===== src/rtl/rsq_pkg.sv =====
// Package: shared constants and types for the read-sequence command detector.
// Assumes a 13-bit address bus and a six-step run whose first five steps
// are common to both commands.
package rsq_pkg;
    localparam int ADDR_W   = 13;
    localparam int SEQ_LEN  = 6;
    localparam int PRE_LEN  = SEQ_LEN - 1;
    localparam int STEP_W   = $clog2(SEQ_LEN);

    typedef logic [ADDR_W-1:0] addr_t;
    typedef logic [STEP_W-1:0] step_t;

    // Ordered leading addresses; the order is the protocol itself.
    localparam addr_t LEAD_ADDR [PRE_LEN] = '{
        13'h0000, 13'h1555, 13'h0AAA, 13'h1FFF, 13'h10F0
    };
    localparam addr_t TAIL_STORE  = 13'h0F0F;
    localparam addr_t TAIL_RECALL = 13'h0F0E;
    localparam step_t LAST_STEP   = step_t'(PRE_LEN);

    // Classification of a strobed bus cycle.
    typedef enum logic [1:0] {
        CYC_IDLE  = 2'd0,   // no strobe, or deselected cycle
        CYC_READ  = 2'd1,   // counted read
        CYC_ABORT = 2'd2    // write or busy-low: cancels the run
    } cyc_kind_e;
endpackage


===== src/rtl/rsq_cycle_qual.sv =====
// Module: rsq_cycle_qual
// Classifies each strobed bus cycle as ignored, a counted read or an abort.
// Assumes cyc_done is high for one clock per completed bus cycle and that
// the other inputs are stable while it is high.
module rsq_cycle_qual
    import rsq_pkg::*;
(
    input  logic      cyc_done,
    input  logic      ce_n,
    input  logic      we_n,
    input  logic      busy_n,
    output cyc_kind_e kind
);
    // Decide what a strobed cycle means for the detector.
    always_comb begin
        if (!cyc_done || ce_n) begin
            kind = CYC_IDLE;
        end else if (!we_n || !busy_n) begin
            kind = CYC_ABORT;
        end else begin
            kind = CYC_READ;
        end
    end
endmodule


===== src/rtl/rsq_step_match.sv =====
// Module: rsq_step_match
// Compares the cycle address with the address expected at the current step,
// and with the start address and the two tail addresses.
// Assumes the step value never exceeds LAST_STEP.
module rsq_step_match
    import rsq_pkg::*;
(
    input  step_t step,
    input  addr_t addr,
    output logic  lead_hit,
    output logic  start_hit,
    output logic  store_hit,
    output logic  recall_hit
);
    logic [PRE_LEN-1:0] lead_eq;
    logic               at_tail;

    // One comparator per leading step, selected by the current step.
    for (genvar g = 0; g < PRE_LEN; g++) begin : g_lead
        assign lead_eq[g] = (step == step_t'(g)) && (addr == LEAD_ADDR[g]);
    end

    // Reduce the per-step comparisons and evaluate the tail.
    always_comb begin
        at_tail    = (step == LAST_STEP);
        lead_hit   = |lead_eq;
        start_hit  = (addr == LEAD_ADDR[0]);
        store_hit  = at_tail && (addr == TAIL_STORE);
        recall_hit = at_tail && (addr == TAIL_RECALL);
    end
endmodule


===== src/rtl/rsq_seq_fsm.sv =====
// Module: rsq_seq_fsm
// Holds the step count of the run and issues one-clock store/recall requests.
// Assumes at most one of store_hit/recall_hit is high, and synchronous
// active-low reset.
module rsq_seq_fsm
    import rsq_pkg::*;
(
    input  logic      clk,
    input  logic      rst_n,
    input  cyc_kind_e kind,
    input  logic      lead_hit,
    input  logic      start_hit,
    input  logic      store_hit,
    input  logic      recall_hit,
    output step_t     step,
    output logic      store_req,
    output logic      recall_req
);
    step_t step_nx;
    logic  store_nx;
    logic  recall_nx;

    // Next-step and request decision for the current cycle.
    always_comb begin
        step_nx   = step;
        store_nx  = 1'b0;
        recall_nx = 1'b0;
        unique case (kind)
            CYC_ABORT: step_nx = '0;
            CYC_READ: begin
                if (lead_hit) begin
                    step_nx = step + step_t'(1);
                end else if (store_hit) begin
                    step_nx  = '0;
                    store_nx = 1'b1;
                end else if (recall_hit) begin
                    step_nx   = '0;
                    recall_nx = 1'b1;
                end else if (start_hit) begin
                    step_nx = step_t'(1);
                end else begin
                    step_nx = '0;
                end
            end
            default: step_nx = step;
        endcase
    end

    // State and request registers.
    always_ff @(posedge clk) begin
        if (!rst_n) begin
            step       <= '0;
            store_req  <= 1'b0;
            recall_req <= 1'b0;
        end else begin
            step       <= step_nx;
            store_req  <= store_nx;
            recall_req <= recall_nx;
        end
    end
endmodule


===== src/rtl/rsq_cmd_detect.sv =====
// Module: rsq_cmd_detect (top)
// Detects the six-read store/recall command run and drives the data output
// enable, withholding it on the read that completes a run.
// Assumes one cyc_done strobe per bus cycle; output-enable gates data only.
module rsq_cmd_detect
    import rsq_pkg::*;
(
    input  logic              clk,
    input  logic              rst_n,
    input  logic              cyc_done,
    input  logic              ce_n,
    input  logic              we_n,
    input  logic              oe_n,
    input  logic              busy_n,
    input  logic [ADDR_W-1:0] addr,
    output logic              dq_oe,
    output logic              store_req,
    output logic              recall_req
);
    cyc_kind_e kind;
    step_t     step;
    logic      lead_hit;
    logic      start_hit;
    logic      store_hit;
    logic      recall_hit;

    rsq_cycle_qual u_qual (
        .cyc_done (cyc_done),
        .ce_n     (ce_n),
        .we_n     (we_n),
        .busy_n   (busy_n),
        .kind     (kind)
    );

    rsq_step_match u_match (
        .step       (step),
        .addr       (addr),
        .lead_hit   (lead_hit),
        .start_hit  (start_hit),
        .store_hit  (store_hit),
        .recall_hit (recall_hit)
    );

    rsq_seq_fsm u_fsm (
        .clk        (clk),
        .rst_n      (rst_n),
        .kind       (kind),
        .lead_hit   (lead_hit),
        .start_hit  (start_hit),
        .store_hit  (store_hit),
        .recall_hit (recall_hit),
        .step       (step),
        .store_req  (store_req),
        .recall_req (recall_req)
    );

    // Data drive: normal read, except the read that finishes a run.
    always_comb begin
        dq_oe = !ce_n && we_n && !oe_n
                && !(busy_n && (store_hit || recall_hit));
    end
endmodule


===== config.mk =====
export PLATFORM = sky130hd
export DESIGN_NAME = rsq_cmd_detect
export DESIGN_NICKNAME = d
export VERILOG_FILES = /design/src/rtl/rsq_pkg.sv /design/src/rtl/rsq_cycle_qual.sv /design/src/rtl/rsq_step_match.sv /design/src/rtl/rsq_seq_fsm.sv /design/src/rtl/rsq_cmd_detect.sv
export SDC_FILE = /design/constraint.sdc
export NUM_CORES = 1
export LEC_CHECK = 0
export BUFFER_PORTS_ARGS = -buffer_cell sky130_fd_sc_hd__clkbuf_2
export CAP_MARGIN = 20
export CORE_AREA = 2 2 39 41
export CTS_CLUSTER_SIZE = 14
export DETAILED_ROUTE_END_ITERATION = 10
export DIE_AREA = 0 0 41 43
export HOLD_SLACK_MARGIN = 0.1
export PLACE_DENSITY_LB_ADDON = 0.15
export SLEW_MARGIN = 40
export SYNTH_ARGS = -nofsm -noshare
export SYNTH_HDL_FRONTEND = slang
export SYNTH_HIERARCHICAL = 1
export SYNTH_SLANG_ARGS = --single-unit

===== constraint.sdc =====
create_clock -name clk -period 3.8 [get_ports clk]
set_clock_uncertainty 0.2 [all_clocks]
set_input_delay 1.14 -clock clk [delete_from_list [all_inputs] [get_ports clk]]
set_output_delay 1.14 -clock clk [all_outputs]
set_load 0.02 [all_outputs]

Yosys cells after proc, flatten, opt, wreduce, memory -nomap -nowiden:

Index checks and enable logic that the tools add are counted.

* bitwise logic cells: 2
* shift-type cells: 0
* reductions and logical operators: 26
* muxes and demuxes: 9
* add/sub/neg operators: 1
* order comparisons: 0
* divide/modulo/power cells: 0
* eq/ne operators: 13
* $mul: 0

Operators by type and width (number)
* 13-bit by 12-bit == test with 1-bit output, second input constant: 3
* 13-bit == test, second input constant: 3
* 13-bit logical NOT: 1
* 1-bit logical AND: 11
* 3-bit 2-to-1 mux: 3
* 8-bit OR reduction: 1
* 7-bit OR reduction: 1
* 3-bit by 2-bit == test with 1-bit output, second input constant: 2
* 3-bit == test, second input constant: 2
* 1-bit logical NOT: 6
* 3-bit case mux with 2 select lines: 1
* 5-bit OR reduction: 1
* 2-bit 2-to-1 mux: 2
* 3-bit by 1-bit adder with 3-bit output, second input constant: 1
* 3-bit by 1-bit == test with 1-bit output, second input constant: 1
* 3-bit logical NOT: 1
* 1-bit logical OR: 3
* 1-bit 2-to-1 mux: 3
* 2-bit by 1-bit == test with 1-bit output, second input constant: 1
* 2-bit == test, second input constant: 1
* 1-bit inverter: 2
* 2-bit nonzero test: 1

* bits of input ports: 20
* bits in latches: 0
* bits in read-only memories: 0
* flip-flop bits (word level): 5
* output and inout bits: 3
* bits in writable memories: 0
* logic and storage cells: 54
* memories: 0

Longest topological paths before layout:

Gate-level depths: netlist of the first run.

* depth after elaboration: 7
* mapped depth: 7
* depth with buffers taken out: 7

Cells and area by module:

The synthesis of the first run kept the hierarchy.

By module, submodules not included
* rsq_seq_fsm: area each 234.0 sq um, cells an instance 27, times used 1, seq. area each 100.1 sq um
* rsq_step_match: area each 166.4 sq um, cells an instance 30, times used 1, seq. area each 0.0 sq um
* rsq_cycle_qual: area each 30.0 sq um, cells an instance 4, times used 1, seq. area each 0.0 sq um
* rsq_cmd_detect: area each 15.0 sq um, cells an instance 3, times used 1, seq. area each 0.0 sq um

Worst setup path before layout of the first run:

Ideal clock, no wire load.

* kind: input-to-output
* from: input addr[4]
* to: output dq_oe
* buffers on the path: 0
* arrival time: 2395 ps
* stages: 6
* slack: 65 ps
* data required time: 2460 ps
* cells stage by stage: or3_1 > nor3_2 > nand4_1 > nor3b_1 > o21ai_1 > and3_1

* word-level cells in the longest chain between the ends: 6
* elaborated cells on any way between the ends: 8
* those cells by class: eq/ne (2); reduce/logical (6)

RTL lines
* start: declaration: RTL line rsq_cmd_detect.sv:15 `input logic [ADDR_W-1:0] addr,`
* 13-bit by 12-bit == test with 1-bit output: RTL line rsq_step_match.sv:29 `recall_hit = at_tail && (addr == TAIL_RECALL);`
* 1-bit logical AND: RTL line rsq_step_match.sv:29
* net recall_hit: RTL line rsq_cmd_detect.sv:25 `logic recall_hit;`
* 1-bit logical OR: RTL line rsq_cmd_detect.sv:60 `&& !(busy_n && (store_hit || recall_hit));`
* 1-bit logical AND: RTL line rsq_cmd_detect.sv:60
* 1-bit logical NOT: RTL line rsq_cmd_detect.sv:60
* 1-bit logical AND: RTL line rsq_cmd_detect.sv:60
* end: declaration: RTL line rsq_cmd_detect.sv:16 `output logic dq_oe,`

The timed path passes the listed nets, and every way through them passes these cells.

Worst setup path in the final report of the first run:

* from: input addr[12]
* to: output dq_oe

The elaborated chain is that of the path after synthesis.

==> results.toml, run 1 <==
[timing]
period_needed_ns = 3.92
worstMarginPinSlew_ns = 0.514
finalWorstSetupSlack_ns = -0.120
finalSetupViolations = 1
finalHoldViolCount = 0
relSlewSlack_pct = 65.4
timing.fmax_mhz = 255
post-route-period-util_pct = 103
rsz0062_at_grt = "yes"
final_max_slew_viol_count = 0

[floorplanning]
io_pins = 23
fp.dieH_um = 43
die_x_um = 41
dieArea_mm2 = 0.00176
std_cell_rows = 14
core_area_mm2 = 0.00138
initial_utilization_pct = 32.2

[global_route]
grt_first_pass_wirelength_mm = 2.10
grt_start_max_net_pins = 8
antenna_found_initial = 0
groute.usage.overall_pct = 16.8
grt-ovfl-total = 0
grt_pass1_vias = 553

[layout]
multi_input_area_um2 = 354
antenna_cells = 0
final_area_um2 = 713
nNetsFinal = 124
seq_area_um2 = 100
layout.cells.non_filler = 117
area_growth_pct = 60.1
drive_gt1_share_pct = 40.6
fillerInstances = 140

[worst_setup_path]
reg2regPathDepth = 16
critPathKind = "in2out"
arrival_ns = 2.58
regToRegStartpoint = "u_fsm/step[0]"
r2r_end = "u_fsm/step[0]"
cp_max_fo = 2
r2r_setup_slack_ns = 1.18
cp-start-kind = "input pin"
end_kind = "output port"
crit_required_ns = 2.46

[pwr]
irDropWorstVdd_mv = 0.189
p_per_area_mw_per_mm2 = 200
p_leak_nw = 0.328

[placed_design]
placedInstanceArea_um2 = 598
place.port_buffers = 22
hpwl_um = 926
gp_congestion = 0.715
post-place-cells = 105

[flow_run]
cap_violations = 0

[min_path]
hp-class = "reg2reg"
hp-start = "u_fsm/step[1]"
min_delay_worst_endpoint = "u_fsm/step[1]"
hold_depth = 2

[clock_tree]
cts_tree = "done"
cts_buffer_depth = 2
clk_latency_ns = 0.23
cts_hold_buf = 0
htree_num_levels = 1
cts-root-buf = "clkbuf_4"
clock_sinks = 5
cts_buffers = 3
clkTransAtPathRegs_ns = 0.04

[run_status]
violations = "setup timing"
outcome = "finished with violations"

[route]
vias = 607
wl_per_cell_um = 11.3
wirelength_mm = 1.33
first_pass_iters = 4
postRouteAntennaNets = 0
drc = 0
drt_iter0_markers = 11
vias_per_cell = 5.19

[synthesis]
synth_area_um2 = 445
synth-xor-area-share_pct = 0
yosys.area.top_type = "dfxtp_1"
synth_top_area_share_pct = 22.5
yosysSeqAreaShare_pct = 22.5
ys_types = 25
synthAdderAreaFrac_pct = 5.62
syn_inst = 64
synthMuxAreaShare_pct = 0
synth.area.top_cells = "dfxtp_1 22%, nor2_1 10%, nand3_1 6.7%"
ys_ff_latch = 5
synth_top_family_by_area = "simple AND/OR/NAND/NOR gates"
syn_avg_cell_area_um2 = 6.96
synth_warnings = 6
synth-simple-area-share_pct = 59.3
synth_compound_area_share_pct = 11.0
syn_nets = 86
## final cells by class
class,count,share of cell area (%)
Clock buffer,4,3.68
Inverter,2,1.05
Sequential cell,5,14.0
Tap cell,16,2.81
Multi-Input combinational cell,57,49.6
Timing Repair Buffer,33,28.8
## worst max-delay path by stage
stage	start	endpoint	slack (ns)
2_1_floorplan	addr[4]	dq_oe	0.06
3_3_place_gp	addr[4]	dq_oe	-0.13
3_5_place_dp	addr[4]	dq_oe	-0.15
4_1_cts	addr[4]	dq_oe	-0.09
5_1_grt	addr[12]	dq_oe	-0.20
6_report	addr[12]	dq_oe	-0.12
## critical path: stages
cell and delay (ns):
buf_6 0.09, or3_4 0.39, nor3_4 0.21, nand4_1 0.15, nor3b_2 0.24, o21ai_1 0.08
and3_1 0.15, buf_6 0.13
## per-layer routing
metal	up-vias	global-route usage (%)	share of wire, %
li1	314	-	-
met1	273	20.6	43
met2	20	28.4	51
met3	0	4.71	6.2
met4	0	2.00	0
met5	-	0	0
## state kept, by name, indices dropped and copies added (netlist names)
signal and flops:
u_fsm/recall_req 1, u_fsm/step 3, u_fsm/store_req 1
## power by group
| part | switching, mW | internal, mW | total (mW) |
|---|---|---|---|
| Sequential | 0.000000109 | 0.0527 | 0.0527 |
| Combinational | 0.0153 | 0.0148 | 0.0301 |
| Clock | 0.0202 | 0.0396 | 0.0598 |
| Total | 0.0355 | 0.107 | 0.143 |
## layout by cell type, fill, tap and decap left out, drive strengths merged
master   count
dfxtp        5
or3          1
or4          1
nor2b        1
o21ai        3
and3         2
nand2b       1
nand2        7
o2111ai      1
nor4         4
nor2        12
clkbuf      24
ha           2
nand4b       2
nand3        6
nand4        3
inv          2
nor3b        3
and3b        1
nor4b        1
a21oi        3
buf         13
a31oi        1
nor3         2
## what timing repair did
item                       4_1_cts  5_1_grt
pin swaps                        2        6
setup buffers                    7        1
setup endpoints to repair        1        1
gates resized for setup          1        6
## per-stage QoR
step	utilization, %	worst slack (ns)	TNS [ns]	hold slack (ns)	total power [mW]
after floorplan	-	0.0648	0	0.272	0.0647
after global placement	43.2	-0.134	-0.134	0.309	0.0804
after detailed placement	43.2	-0.147	-0.147	0.327	0.0807
after CTS	49.3	-0.0876	-0.0876	0.331	0.143
after global routing	51.5	-0.195	-0.195	0.353	0.152
final	51.5	-0.120	-0.120	0.335	0.143
## cell usage after synthesis
library cell and n:
nand2_1 7, o21ai_1 2, nor3_1 1, inv_1 2
nor2b_1 1, dfxtp_1 5, nand4_1 3, nor3_2 1
nor3b_1 3, or4_1 1, or3_1 1, a21oi_2 1
nand4b_1 2, nor4b_1 1, and3_1 2, nand2b_4 1
o21ai_0 1, nor2_1 12, o2111ai_1 1, a21oi_1 2
ha_1 2, a31oi_1 1, nor4_1 4, and3b_1 1
nand3_1 6
## cells by family (layout without fill, tap and decap cells)
logic type	after synthesis	in the layout
flip-flops	5	5
AO/OA/AOI/OAI	8	8
adder cells (fa/ha/maj)	2	2
buffers and inverters	2	39
AND/OR/NAND/NOR	47	47
(Power assumes the default switching activity.)
==> inputs of run 2 (changes only) <==
--- a/config.mk
+++ b/config.mk
@@ -5,12 +5,12 @@
 export SDC_FILE = /design/constraint.sdc
 export NUM_CORES = 1
 export LEC_CHECK = 0
-export BUFFER_PORTS_ARGS = -buffer_cell sky130_fd_sc_hd__clkbuf_2
 export CAP_MARGIN = 20
 export CORE_AREA = 2 2 39 41
 export CTS_CLUSTER_SIZE = 14
 export DETAILED_ROUTE_END_ITERATION = 10
 export DIE_AREA = 0 0 41 43
+export DONT_BUFFER_PORTS = 1
 export HOLD_SLACK_MARGIN = 0.1
 export PLACE_DENSITY_LB_ADDON = 0.15
 export SLEW_MARGIN = 40
==> run 2 against run 1 <==
Effect of this change:
- the run now ends clean
- critical path type unchanged
- sequential share of layout area increased by 5.1 points
- clock power shrank 2%
- largest power group unchanged
- routed wire length down 22%
- core utilization fell by 14 points
- highest routed layer is now met4
- worst setup slack gained 0.23 ns
- maximum frequency rose by 6.1%
- worst hold slack worse by 0.0082 ns
- critical path depth shrank 2
- register-to-register slack improved by 0.84 ns
- count of clock-buffer cells in the layout stayed put
- first-iteration DRC count decreased by 18%
==> results.toml, run 2 (synthesis gave the netlist of run 1 again) <==
[run_status]
outcome = "complete, no violations"

[layout]
layout.cells.non_filler = 87
regMostFlops = "u_fsm/step"
antenna_cells = 0
drive_gt1_share_pct = 15.5
area_growth_pct = 17.7
final_cell_mix = "12 x nor2_1, 7 x nand2_1, 6 x nand3_1"
largest_reg_flops = 3
nNetsFinal = 94
layout_commonest_cell = "nor2_1"
top_regs = "u_fsm/step x3, u_fsm/recall_req x1, u_fsm/store_req x1"

[placed_design]
gp_congestion = 0.762
hpwl_um = 875
place_ws_ns = 0.0167
post-place-cells = 83
place.port_buffers = 0

[pwr]
pwr-share-seq_pct = 42.1
p_sw_share_pct = 21.0
irDropWorstVdd_mv = 0.197
p_leak_nw = 0.182
clkPwrFrac_pct = 46.7
total_power_uw = 125
p_sw_uw = 26.3
p_int_uw = 98.8
p_per_area_mw_per_mm2 = 239
power_frac_comb_pct = 11.2

[timing]
final_max_slew_viol_count = 0
finalSetupViolations = 0
fin_setup_tns_ns = 0
rsz0062_at_grt = "no"
period_needed_ns = 3.69
post-route-period-util_pct = 97.2
finalHoldViolCount = 0
timing.fmax_mhz = 271
relSlewSlack_pct = 70.9
finalWorstSetupSlack_ns = 0.107
worstMarginPinSlew_ns = 0.432

[clock_tree]
cts-root-buf = "clkbuf_4"
cts_tree = "done"
clkTransAtPathRegs_ns = 0.04
clk_latency_ns = 0.23
cts_buffer_depth = 2
cts_buffers = 3
htree_num_levels = 1
clock_sinks = 5

[route]
wirelength_mm = 1.04
drt_iter0_markers = 9
drc = 0
postRouteAntennaNets = 0
vias_per_cell = 5.74
vias = 499
first_pass_iters = 4
wl_per_cell_um = 11.9

[worst_setup_path]
critPathKind = "in2out"
arrival_ns = 2.35
end_kind = "output port"
crit_required_ns = 2.46
cp-start-kind = "input pin"
cp_max_fo = 2

[floorplanning]
core_area_mm2 = 0.00138
std_cell_rows = 14
fp.dieH_um = 43
dieArea_mm2 = 0.00176
die_x_um = 41
initial_utilization_pct = 32.2
io_pins = 23

[global_route]
grt_start_max_net_pins = 8
grt-ovfl-total = 0
antenna_found_initial = 0
grt_first_pass_wirelength_mm = 1.62
grt_pass1_vias = 429
groute.usage.overall_pct = 13.4

[min_path]
hp-class = "reg2reg"

[flow_run]
cap_violations = 0
-- run 2: metrics by stage --
| stage | hold slack, ns | util (%) | area [µm²] |
|---|---|---|---|
| final | 0.327 | 37.9 | 524 |
| after global routing | 0.367 | 37.9 | 524 |
| after CTS | 0.329 | 37.2 | 514 |
| after detailed placement | 0.322 | 35.3 | 488 |
| after global placement | 0.316 | 35.3 | 488 |
| after floorplan | 0.272 | - | 445 |
-- run 2: power groups by stage --
stage	registers, mW	clock network, mW	logic, mW
2_1_floorplan	0.0536	0	0.0111
3_5_place_dp	0.0536	0	0.0136
4_1_cts	0.0527	0.0613	0.0137
3_3_place_gp	0.0536	0	0.0136
5_1_grt	0.0526	0.0634	0.0160
6_report	0.0527	0.0584	0.0140
-- run 2: critical path, stage by stage --
cell and delay, ns:
or3_1 0.40, nor3_2 0.15, nand4_1 0.16, nor3b_2 0.21, o21ai_1 0.09, and3_4 0.19
-- run 2: worst paths after layout --
path	slack, ns	end	startpoint	cells after the start
min reg2reg	0.33	u_fsm/step[1]	u_fsm/step[1]	2
max reg2reg	2.02	u_fsm/step[2]	u_fsm/step[0]	7
max	0.11	dq_oe	addr[4]	6
min	0.33	u_fsm/step[1]	u_fsm/step[1]	2
-- run 2: area by class of cell --
| class | count | area, µm² |
|---|---|---|
| Timing Repair Buffer | 3 | 22.5 |
| Clock buffer | 4 | 26.3 |
| Sequential cell | 5 | 100 |
| Fill cell | 160 | 860 |
| Tap cell | 16 | 20.0 |
| Inverter | 2 | 7.51 |
| Multi-Input combinational cell | 57 | 348 |
-- run 2: routing by layer --
metal | global-route usage (%) | wire length, µm | share of wire [%] | vias to the layer above
met5 | 0 | 0 | 0 | -
met4 | 6.00 | 16 | 1.5 | 0
met3 | 4.71 | 73 | 7.0 | 2
met2 | 20.3 | 487 | 47 | 16
met1 | 16.2 | 458 | 44 | 223
li1 | - | - | - | 258
-- run 2: repair_timing --
| action | in CTS | in global routing |
|---|---|---|
| gates resized for setup | 0 | 3 |
| endpoints found under the setup margin | 0 | 1 |
| hold buffers | 0 | 0 |
| setup buffers | 0 | 0 |
